===== config.mk =====
export PLATFORM = sky130hd
export DESIGN_NAME = reset_sequencer
export DESIGN_NICKNAME = d
export VERILOG_FILES = /design/src/rtl/rsq_pkg.sv /design/src/rtl/rsq_sync.sv /design/src/rtl/rsq_bor_filter.sv /design/src/rtl/rsq_seq.sv /design/src/rtl/rsq_flags.sv /design/src/rtl/reset_sequencer.sv
export SDC_FILE = /design/constraint.sdc
export NUM_CORES = 1
export LEC_CHECK = 0
export CAP_MARGIN = 20
export CORE_MARGIN = 2
export CORE_UTILIZATION = 25
export DETAILED_ROUTE_END_ITERATION = 12
export PLACE_DENSITY = 0.41
export SYNTH_ARGS = -nofsm -noshare
export SYNTH_HDL_FRONTEND = slang
export SYNTH_HIERARCHICAL = 1
export SYNTH_SLANG_ARGS = --single-unit

===== constraint.sdc =====
create_clock -name clk -period 1.8 [get_ports clk]
set_input_delay 0.54 -clock clk [delete_from_list [all_inputs] [get_ports clk]]
set_output_delay 0.54 -clock clk [all_outputs]
set_load 0.01 [all_outputs]

===== src/rtl/rsq_pkg.sv =====
package rsq_pkg;
  typedef enum logic [1:0] {
    PH_PWRT = 2'd0,
    PH_OST  = 2'd1,
    PH_RUN  = 2'd2
  } rsq_phase_e;

  localparam int F_POR = 3;
  localparam int F_BOR = 2;
  localparam int F_TO  = 1;
  localparam int F_PD  = 0;
endpackage


===== src/rtl/rsq_sync.sv =====
module rsq_sync #(
  parameter int   WIDTH   = 1,
  parameter logic RST_VAL = 1'b0
) (
  input  logic             clk,
  input  logic             rst_n,
  input  logic [WIDTH-1:0] d,
  output logic [WIDTH-1:0] q
);
  logic [WIDTH-1:0] stage;

  always_ff @(posedge clk or negedge rst_n) begin
    if (!rst_n) begin
      stage <= {WIDTH{RST_VAL}};
      q     <= {WIDTH{RST_VAL}};
    end else begin
      stage <= d;
      q     <= stage;
    end
  end
endmodule


===== src/rtl/rsq_bor_filter.sv =====
module rsq_bor_filter #(
  parameter int BOR_TICKS = 4
) (
  input  logic clk,
  input  logic rst_n,
  input  logic tick,
  input  logic bor_en,
  input  logic uv_sync,
  output logic bor_hold
);
  localparam int CW = $clog2(BOR_TICKS + 1);
  localparam logic [CW-1:0] LIMIT = CW'(BOR_TICKS);

  logic [CW-1:0] cnt;
  logic          low_seen;

  assign low_seen = bor_en && uv_sync;

  always_ff @(posedge clk or negedge rst_n) begin
    if (!rst_n) begin
      cnt <= '0;
    end else if (!low_seen) begin
      cnt <= '0;
    end else if (tick && cnt != LIMIT) begin
      cnt <= cnt + 1'b1;
    end
  end

  assign bor_hold = low_seen && (cnt == LIMIT);

  // a hold needs the comparator to have been low on the previous cycle
  a_r5_needs_persist: assert property (@(posedge clk) disable iff (!rst_n)
    (bor_hold && !$past(bor_hold)) |-> $past(low_seen));
endmodule


===== src/rtl/rsq_seq.sv =====
module rsq_seq
  import rsq_pkg::*;
#(
  parameter int PWRT_TICKS = 2880,
  parameter int OST_CYCLES = 1024
) (
  input  logic       clk,
  input  logic       rst_n,
  input  logic       tick,
  input  logic       pwrt_dis,
  input  logic       restart,
  output rsq_phase_e phase
);
  localparam int TW = $clog2(PWRT_TICKS + 1);
  localparam int OW = $clog2(OST_CYCLES + 1);
  localparam logic [TW-1:0] T_LAST = TW'(PWRT_TICKS - 1);
  localparam logic [OW-1:0] O_LAST = OW'(OST_CYCLES - 1);

  logic [TW-1:0] tcnt;
  logic [OW-1:0] ocnt;

  always_ff @(posedge clk or negedge rst_n) begin
    if (!rst_n) begin
      phase <= PH_PWRT;
      tcnt  <= '0;
      ocnt  <= '0;
    end else begin
      unique case (phase)
        PH_PWRT: begin
          if (pwrt_dis) begin
            phase <= PH_OST;
            ocnt  <= '0;
          end else if (tick) begin
            if (tcnt == T_LAST) begin
              phase <= PH_OST;
              ocnt  <= '0;
            end else begin
              tcnt <= tcnt + 1'b1;
            end
          end
        end
        PH_OST: begin
          if (restart) begin
            ocnt <= '0;
          end else if (ocnt == O_LAST) begin
            phase <= PH_RUN;
          end else begin
            ocnt <= ocnt + 1'b1;
          end
        end
        default: begin
          if (restart) begin
            phase <= PH_OST;
            ocnt  <= '0;
          end
        end
      endcase
    end
  end

  // a cause outside the power-up phase re-enters the start-up count at zero
  a_r9_restart_ost: assert property (@(posedge clk) disable iff (!rst_n)
    (restart && phase != PH_PWRT) |=> (phase == PH_OST && ocnt == '0));

  // release only follows a complete start-up count
  a_r3_release_after_ost: assert property (@(posedge clk) disable iff (!rst_n)
    (phase == PH_RUN && $past(phase) != PH_RUN) |-> ($past(ocnt) == O_LAST));
endmodule


===== src/rtl/rsq_flags.sv =====
module rsq_flags
  import rsq_pkg::*;
(
  input  logic       clk,
  input  logic       rst_n,
  input  logic       sw_we,
  input  logic [3:0] sw_wdata,
  input  logic       ev_bor,
  input  logic       ev_mclr,
  input  logic       ev_wdt,
  input  logic       in_sleep,
  output logic [3:0] flags
);
  logic [3:0] nxt;
  logic       any_ev;

  assign any_ev = ev_bor || ev_mclr || ev_wdt;

  always_comb begin
    nxt = flags;
    if (sw_we) nxt = sw_wdata;
    if (ev_wdt) begin
      nxt[F_TO] = 1'b0;
      nxt[F_PD] = !in_sleep;
    end
    if (ev_mclr && in_sleep) begin
      nxt[F_TO] = 1'b1;
      nxt[F_PD] = 1'b0;
    end
    if (ev_bor) begin
      nxt[F_BOR] = 1'b0;
      nxt[F_TO]  = 1'b1;
      nxt[F_PD]  = 1'b1;
    end
  end

  always_ff @(posedge clk or negedge rst_n) begin
    if (!rst_n) flags <= 4'b0111;
    else        flags <= nxt;
  end

  // with no event the software value lands unchanged
  a_r10_sw_write: assert property (@(posedge clk) disable iff (!rst_n)
    (sw_we && !any_ev) |=> (flags == $past(sw_wdata)));

  // power-on pattern while the internal reset is held
  always @(negedge clk) begin
    if (rst_n === 1'b0) begin
      a_r2_por_flags: assert (flags == 4'b0111);
    end
  end
endmodule


===== src/rtl/reset_sequencer.sv =====
module reset_sequencer
  import rsq_pkg::*;
#(
  parameter int PWRT_TICKS = 2880,
  parameter int BOR_TICKS  = 4,
  parameter int OST_CYCLES = 1024
) (
  input  logic       clk,
  input  logic       por_det,
  input  logic       tick,
  input  logic       uv_low,
  input  logic       mclr_n,
  input  logic       wdt_to,
  input  logic       in_sleep,
  input  logic       cfg_bor_en,
  input  logic       cfg_pwrt_dis,
  input  logic       sw_we,
  input  logic [3:0] sw_wdata,
  output logic       sys_rst_n,
  output logic [3:0] flags
);
  logic       por_s1, rst_n;
  logic       mclr_s, mclr_prev, uv_s;
  logic       bor_hold, ev_mclr, ev_wdt, restart;
  rsq_phase_e phase;

  always_ff @(posedge clk or posedge por_det) begin
    if (por_det) begin
      por_s1 <= 1'b0;
      rst_n  <= 1'b0;
    end else begin
      por_s1 <= 1'b1;
      rst_n  <= por_s1;
    end
  end

  rsq_sync #(.WIDTH(1), .RST_VAL(1'b1)) i_mclr_sync (
    .clk(clk), .rst_n(rst_n), .d(mclr_n), .q(mclr_s));

  rsq_sync #(.WIDTH(1), .RST_VAL(1'b0)) i_uv_sync (
    .clk(clk), .rst_n(rst_n), .d(uv_low), .q(uv_s));

  always_ff @(posedge clk or negedge rst_n) begin
    if (!rst_n) mclr_prev <= 1'b1;
    else        mclr_prev <= mclr_s;
  end

  rsq_bor_filter #(.BOR_TICKS(BOR_TICKS)) i_bor (
    .clk(clk), .rst_n(rst_n), .tick(tick), .bor_en(cfg_bor_en),
    .uv_sync(uv_s), .bor_hold(bor_hold));

  assign ev_mclr = mclr_prev && !mclr_s;
  assign ev_wdt  = wdt_to && (phase == PH_RUN);
  assign restart = bor_hold || !mclr_s || (ev_wdt && !in_sleep);

  rsq_seq #(.PWRT_TICKS(PWRT_TICKS), .OST_CYCLES(OST_CYCLES)) i_seq (
    .clk(clk), .rst_n(rst_n), .tick(tick), .pwrt_dis(cfg_pwrt_dis),
    .restart(restart), .phase(phase));

  rsq_flags i_flags (
    .clk(clk), .rst_n(rst_n), .sw_we(sw_we), .sw_wdata(sw_wdata),
    .ev_bor(bor_hold), .ev_mclr(ev_mclr), .ev_wdt(ev_wdt),
    .in_sleep(in_sleep), .flags(flags));

  assign sys_rst_n = (phase == PH_RUN);

  // power-on detect always holds the device in reset
  a_r1_por_holds: assert property (@(posedge clk) por_det |-> !sys_rst_n);

  // brown-out clears BOR and holds reset
  a_r4_bor_effect: assert property (@(posedge clk) disable iff (!rst_n)
    bor_hold |=> (!flags[F_BOR] && !sys_rst_n));

  // disabled detection never produces a hold
  a_r6_bor_off: assert property (@(posedge clk) disable iff (!rst_n)
    !cfg_bor_en |-> !bor_hold);

  // master-clear low keeps reset asserted
  a_r7_mclr_holds: assert property (@(posedge clk) disable iff (!rst_n)
    !mclr_s |=> !sys_rst_n);

  // a wake during sleep does not reset
  a_r8_wake_no_reset: assert property (@(posedge clk) disable iff (!rst_n)
    (wdt_to && in_sleep && sys_rst_n && mclr_s && !bor_hold) |=> sys_rst_n);
endmodule


**Word-level counts from Yosys, hierarchy flattened**

Cells that the tools add are included.

- Bits in registers: 39
- Bits in latches: 0
- Bits in writable memories: 0
- Memory bits (read-only): 0
- Input bits: 14
- Output and inout bits: 5
- Word-level logic and storage cells: 69
- Memories: 0

- $add $sub $neg: 3
- Multipliers: 0
- Divide/modulo/power cells: 0
- Magnitude comparators: 0
- Eq/ne operators: 12
- Shift-type cells: 0
- Muxes and demuxes: 20
- Bitwise gates (word level): 2
- Reductions and logical operators: 18

Operators by type and width:

| cell | number |
|---|---|
| $mux W11 | 6 |
| $pmux W11 S2 | 1 |
| $mux W2 | 8 |
| $add A12 B1 Y12 const B | 1 |
| $eq A12 B12 Y1 const B | 1 |
| $mux W3 | 4 |
| $add A11 B1 Y11 const B | 1 |
| $eq A11 B10 Y1 const B | 1 |
| $reduce_and A4 Y1 | 2 |
| $logic_and A1 B1 Y1 | 7 |
| $ne A3 B2 Y1 const B | 2 |
| $ne A3 B3 Y1 const B | 2 |
| $reduce_and A5 Y1 | 1 |
| $ne A2 B2 Y1 const B | 2 |
| $pmux W2 S2 | 1 |
| $reduce_bool A4 Y1 | 1 |
| $add A3 B1 Y3 const B | 1 |
| $eq A3 B3 Y1 const B | 1 |
| $reduce_bool A3 Y1 | 1 |
| $eq A2 B1 Y1 const B | 1 |
| $eq A2 B2 Y1 const B | 1 |
| $logic_not A1 Y1 | 2 |
| $logic_not A2 Y1 | 1 |
| $logic_or A1 B1 Y1 | 2 |
| 3 further kinds | 4 |

**Logic depth before layout (Yosys ltp)**

- Depth after elaboration: 6
- Gate-level depth with buffers: 10
- Mapped depth without buffers: 10

**Modules after synthesis**

The synthesis kept the hierarchy.

Modules (own cells, without submodules):

| module | times used | cells an instance | area an instance (um^2) | sequential area each (um^2) |
|---|---|---|---|---|
| rsq_seq | 1 | 122 | 1272.5 | 625.6 |
| rsq_bor_filter | 1 | 20 | 197.7 | 75.1 |
| rsq_flags | 1 | 14 | 176.4 | 103.8 |
| reset_sequencer | 1 | 11 | 123.9 | 76.3 |
| rsq_sync at i_mclr_sync | 1 | 2 | 52.6 | 52.6 |
| rsq_sync at i_uv_sync | 1 | 2 | 50.0 | 50.0 |

**Worst setup path before layout**

No wires, ideal clock.

- Kind: register -> register
- From: reg i_bor.cnt[0]
- To: reg i_seq.ocnt[5]
- Setup time: 0.082 ns
- Data arrival time: 1.840 ns
- Data required time: 1.718 ns
- Setup slack: -0.122 ns
- Stages on the path, launching flop included: 11
- Buffers on the path: 1
- Period minus slack after synthesis: 1.922 ns
- Path through: dfrtp_1 -> inv_1 -> ha_1 -> nand2_1 -> nor2_1 -> a211o_1 -> nor2_1 -> and2_1 -> clkbuf_1 -> o21ai_0 -> a31oi_1

- Word-level cells in the longest chain between the ends: 6
- Elaborated cells between the ends (all ways): 9
- Those cells by class: 2 x eq/ne; 2 x mux; 5 x reduce/logical

RTL lines:

| element | line | text |
|---|---|---|
| start: declaration | rsq_bor_filter.sv:14 | `logic [CW-1:0] cnt;` |
| start signal: assignment | rsq_bor_filter.sv:25 | `cnt <= cnt + 1'b1;` |
| $eq A3 B3 Y1 (*) | rsq_bor_filter.sv:29 | `assign bor_hold = low_seen && (cnt == LIMIT);` |
| $logic_and A1 B1 Y1 (*) | rsq_bor_filter.sv:29 |  |
| net bor_hold | reset_sequencer.sv:24 | `logic bor_hold, ev_mclr, ev_wdt, restart;` |
| $logic_or A1 B1 Y1 (*) (2 in series) | reset_sequencer.sv:54 | `assign restart = bor_hold \|\| !mclr_s \|\| (ev_wdt && !in_sleep);` |
| net restart | reset_sequencer.sv:24 |  |
| $ne A3 B2 Y1 (no source line) (tied with other cells) | -- |  |
| $reduce_and A4 Y1 (no source line) / $pmux W11 S2 (equally long branches) | -- |  |
| end signal: assignment | rsq_seq.sv:48 | `ocnt <= ocnt + 1'b1;` |
| end: declaration | rsq_seq.sv:20 | `logic [OW-1:0] ocnt;` |

Mark *: on every way through the listed nets, which the timed path passes. The rest lies on a longest branch.
A chain may end at the register's enable or synchronous reset.

**Worst setup path after layout**

- From: reg i_seq.tcnt[1]
- To: reg i_seq.tcnt[5]

- Word-level cells in the longest chain between the ends: 3
- Elaborated cells between the ends (all ways): 4
- Those cells by class: 1 x add/sub; 1 x eq/ne; 1 x bitwise; 1 x reduce/logical

RTL lines:

| element | line | text |
|---|---|---|
| start: declaration | rsq_seq.sv:19 | `logic [TW-1:0] tcnt;` |
| start signal: assignment | rsq_seq.sv:38 | `tcnt <= tcnt + 1'b1;` |
| branches (longest 3 deep; another with $add A12 B1 Y12) | -- |  |

Parallel ways; which one is timed is not known.

==> summary.md <==
| Metric | Value |
|---|---|
| Number of global-route vias before repair | 1564 |
| Setup Total Neg Slack | -0.153 ns |
| Crit path kind | flip-flop to flip-flop |
| Syn Area/Cell | ~11 µm² |
| Peak Freq | between 500 and 600 MHz |
| R2R cell count | 7 |
| Post-synthesis sequential area ratio | between 50% and 60% |
| Combinational fraction of design power | between 10% and 20% |
| I/O pin count | 19 |
| Area contributors post-synth | dfrtp_1 44%, dfstp_2 8.4%, xnor2_1 4.7% |
| Initial DRC Count | between 60 and 70 |
| CTS buffer count | 5 |
| Max stage delay cell, worst path | dfrtp_1 |
| Initial antenna violation count | 0 |
| Share of layout cells above drive strength 1 | 32.6% |
| Routed Antenna Nets | 0 |
| RSZ-0062 raised after global routing | yes |
| Tcrit/Tclk final | 102% |
| P&R area growth vs syn | 38.3% |
| Synth top cells by count | 33 x dfrtp_1, 14 x nand2_1, 13 x nand3_1 |
| Total Routing Usage GR | a little over a tenth |
| Post-route setup slack | -0.0381 ns |
| Worst EP arrival | approximately 2 ns |
| Max-slew violation count | 0 |
| Starting Density | ~26% |
| Diode count | 0 |
| Sequential share of power | 53.7% |
| Nets | roughly 240 |
| Die ar. | ~8200 µm² |
| GPL Wtd Cong | 0.762 |
| Switching power | 0.436 mW |
| Syn Nets | about 190 |
| Max IR drop VDD | 0.266 mV |
| Pin count of the biggest net entering global routing | 38 |
| Cells after Synth | between 150 and 200 |
| Rows | 31 |
| Clock net sink count | 39 |
| Area of the core | roughly 7300 µm² |
| Pwr dens | approximately 700 nW/µm² |
| Worst-path clk slew | roughly 0.08 ns |
| Sw Share | 23.9% |
| Placed inst area | 2360 µm² |
| Max-cap violations | 0 |
| Tmin final | around 1.8 ns |
| Power, Total | about 1.8 mW |
| Synth unique cells | 46 |
| Crit path launch type | flip-flop |
| Ys flop type | dfrtp_1 |
| Clock power share | a little over a third |
| CP endpoint kind | flip-flop |
| First-pass DRT Iterations | 4 |
| Failing checks | negative setup slack |
| Design Area, Final | 2590 µm² |
| Critical R2R Capture | i_seq/tcnt[5]$_DFFE_PN0P_ |
| Place WS | -0.625 ns |
| Global-route wire length before repair | a little over 7000 µm |
| Chip width | 90.6 µm |
| Internal | between 1 and 1.5 mW |
| Worst-path fanout max | 5 |
| Synth Cell Area | 1870 µm² |
| Top-area cell type share of the netlist area | 44.1% |
| Req. time, crit path | approximately 2 ns |
| Port Buffers | 18 |
| Slowest stage delay, CP | a little under 0.4 ns |
| Hold Vio Cnt, Final | 0 |
| CTS H-Tree Depth | 2 |
| Placed wire-length estimate | 2930 µm |
| Flops & latches, synth | 39 |
| Crit Reg-Reg Startpoint | i_seq/tcnt[1]$_DFFE_PN0P_ |
| Status | finished, violations left |
| Clk_lat worst skew | a little under 0.3 ns |
| Via/cell ratio | roughly 4.5 |
| Die span in y | between 90 and 100 µm |
| Deepest clock path buffer count | 2 |
| Critical-path cell list | ha_2 -> and2_4 -> and3_4 -> a211oi_4 -> clkbuf_16 -> nand4_1 -> xnor2_1 |
| EDFF count, synth | 0 |
| Setup slack, reg-to-reg | -0.04 ns |
| CTS Root Cell | clkbuf_8 |
| Grt ovf | 0 |
| Post-CTS Hold Fix Bufs | 0 |
| Clock Skews | 0.00958 ns |
| Worst hold slack | 0.294 ns |
| DR WL/cell | 12.7 µm |
| Min-Delay Path Class | flip-flop to async pin |
| Leak | between 1 and 1.5 nW |
| CTS tree | done |
| Total Wirelength | 4100 µm |
| Final setup viols | 9 |
| Total number of vias | between 1000 and 1500 |
| Ys async rst share | 100% |
| Crit path launch | i_seq/tcnt[1]$_DFFE_PN0P_ |
| Most numerous cell in the Yosys netlist | dfrtp_1 |
| Post-synth top area cell | dfrtp_1 |
| DRC violations left | 0 |
| YS warnings | 6 |
## routing by layer
layer	GRT usage (%)	wire length (µm)	vias up
met5	0	0	-
met3	3.67	176	5
met2	17.8	1980	28
li1	-	-	719
met1	12.4	1890	702
met4	4.10	52	0
## worst max-delay path by stage
stage and to:
2_1_floorplan i_seq/ocnt[3]$_DFFE_PN0P_, 3_3_place_gp i_seq/ocnt[4]$_DFFE_PN0P_, 3_5_place_dp i_seq/ocnt[4]$_DFFE_PN0P_, 4_1_cts i_seq/ocnt[4]$_DFFE_PN0P_, 5_1_grt i_seq/ocnt[4]$_DFFE_PN0P_, 6_report i_seq/tcnt[5]$_DFFE_PN0P_
## power by group through the flow
| stage | clock, mW | combinational (mW) | sequential (mW) |
|---|---|---|---|
| final | 0.649 | 0.194 | 0.978 |
| after global routing | 0.728 | 0.219 | 0.985 |
| after CTS | 0.683 | 0.191 | 0.978 |
| after detailed placement | 0 | 0.193 | 0.996 |
| after global placement | 0 | 0.186 | 0.989 |
| after floorplan | 0 | 0.0935 | 0.991 |
## placed cells by master (no fill, tap or decap), types with 2 or more instances in the layout
cell type        Yosys  layout
nand3_1             13      12
a31oi_1              6       6
or3_4                1       2
dfstp_2              6       6
a21oi_1             10       9
clkdlybuf4s50_1      0      10
buf_4                0      24
o21ai_0              5       4
buf_6                1       3
nor2b_1              2       2
dfrtp_1             33      33
a41oi_1              3       3
clkbuf_8             0       7
xnor2_1             10       9
and2_4               0       2
and2_1               4       2
nand2b_1             2       2
ha_1                 4       2
and3_1               3       3
inv_1                7       7
o21a_1               2       2
o21ai_1              2       2
nor2_2               0       3
mux2i_1              5       5
nor2_1               7       4
nand4_1              6       6
ha_2                 0       2
dlygate4sd2_1        0       6
nand2_2              0       2
nand2_1             14      11
## flip-flops by register name, summed over array words and instances, names as in the netlist
name / cells
i_seq/tcnt: 12
i_seq/ocnt: 11
i_mclr_sync/q: 1
i_uv_sync/q: 1
i_uv_sync/stage: 1
i_seq/phase: 2
mclr_prev: 1
i_mclr_sync/stage: 1
i_bor/cnt: 3
i_flags/flags: 4
por_s1: 1
rst_n: 1
## repair_timing
item / in CTS / in global routing
buffers inserted: 3 / 3
pin swaps: 15 / 9
gates resized for setup: 20 / 12
endpoints found under the hold margin: 0 / 0
gates cloned: 0 / 1
setup endpoints to repair: 19 / 20
## kinds of logic (layout without fill, tap and decap cells)
logic type / count (synthesis) / after routing / share of synthesized area (%)
buffers and inverters: 10 / 63 / 2.47
and+or+nand+nor: 63 / 63 / 19.8
DFF: 39 / 39 / 52.5
muxes: 7 / 7 / 3.87
AOI/OAI and AO/OA: 36 / 36 / 13.4
xor gates and xnor gates: 11 / 11 / 5.14
adders and majority gates: 4 / 4 / 2.67
other: 1 / 1 / 0.200
## through the flow
step,utilization (%),cells
final,35.7,323
after global routing,35.7,323
after CTS,34.6,319
after detailed placement,32.5,308
after global placement,32.5,308
after floorplan,-,171
## critical path, delay by kind of cell, from the launching register on
kind / cells / cell delay [ns]
fa+ha+maj: 1 / 0.19
flops: 1 / 0.39
simple gates: 3 / 0.43
xor+xnor: 1 / 0.14
buf+inv: 1 / 0.21
compound gates: 1 / 0.36
## cell type report
type                    count  area, µm²
well taps                  99        124
flip-flops and latches     39        983
inverters                   7       26.3
fillers                   779       4660
multi-input cells         122        916
repair buffers             48        442
clock buffers               8        100
(Power assumes the default switching activity.)
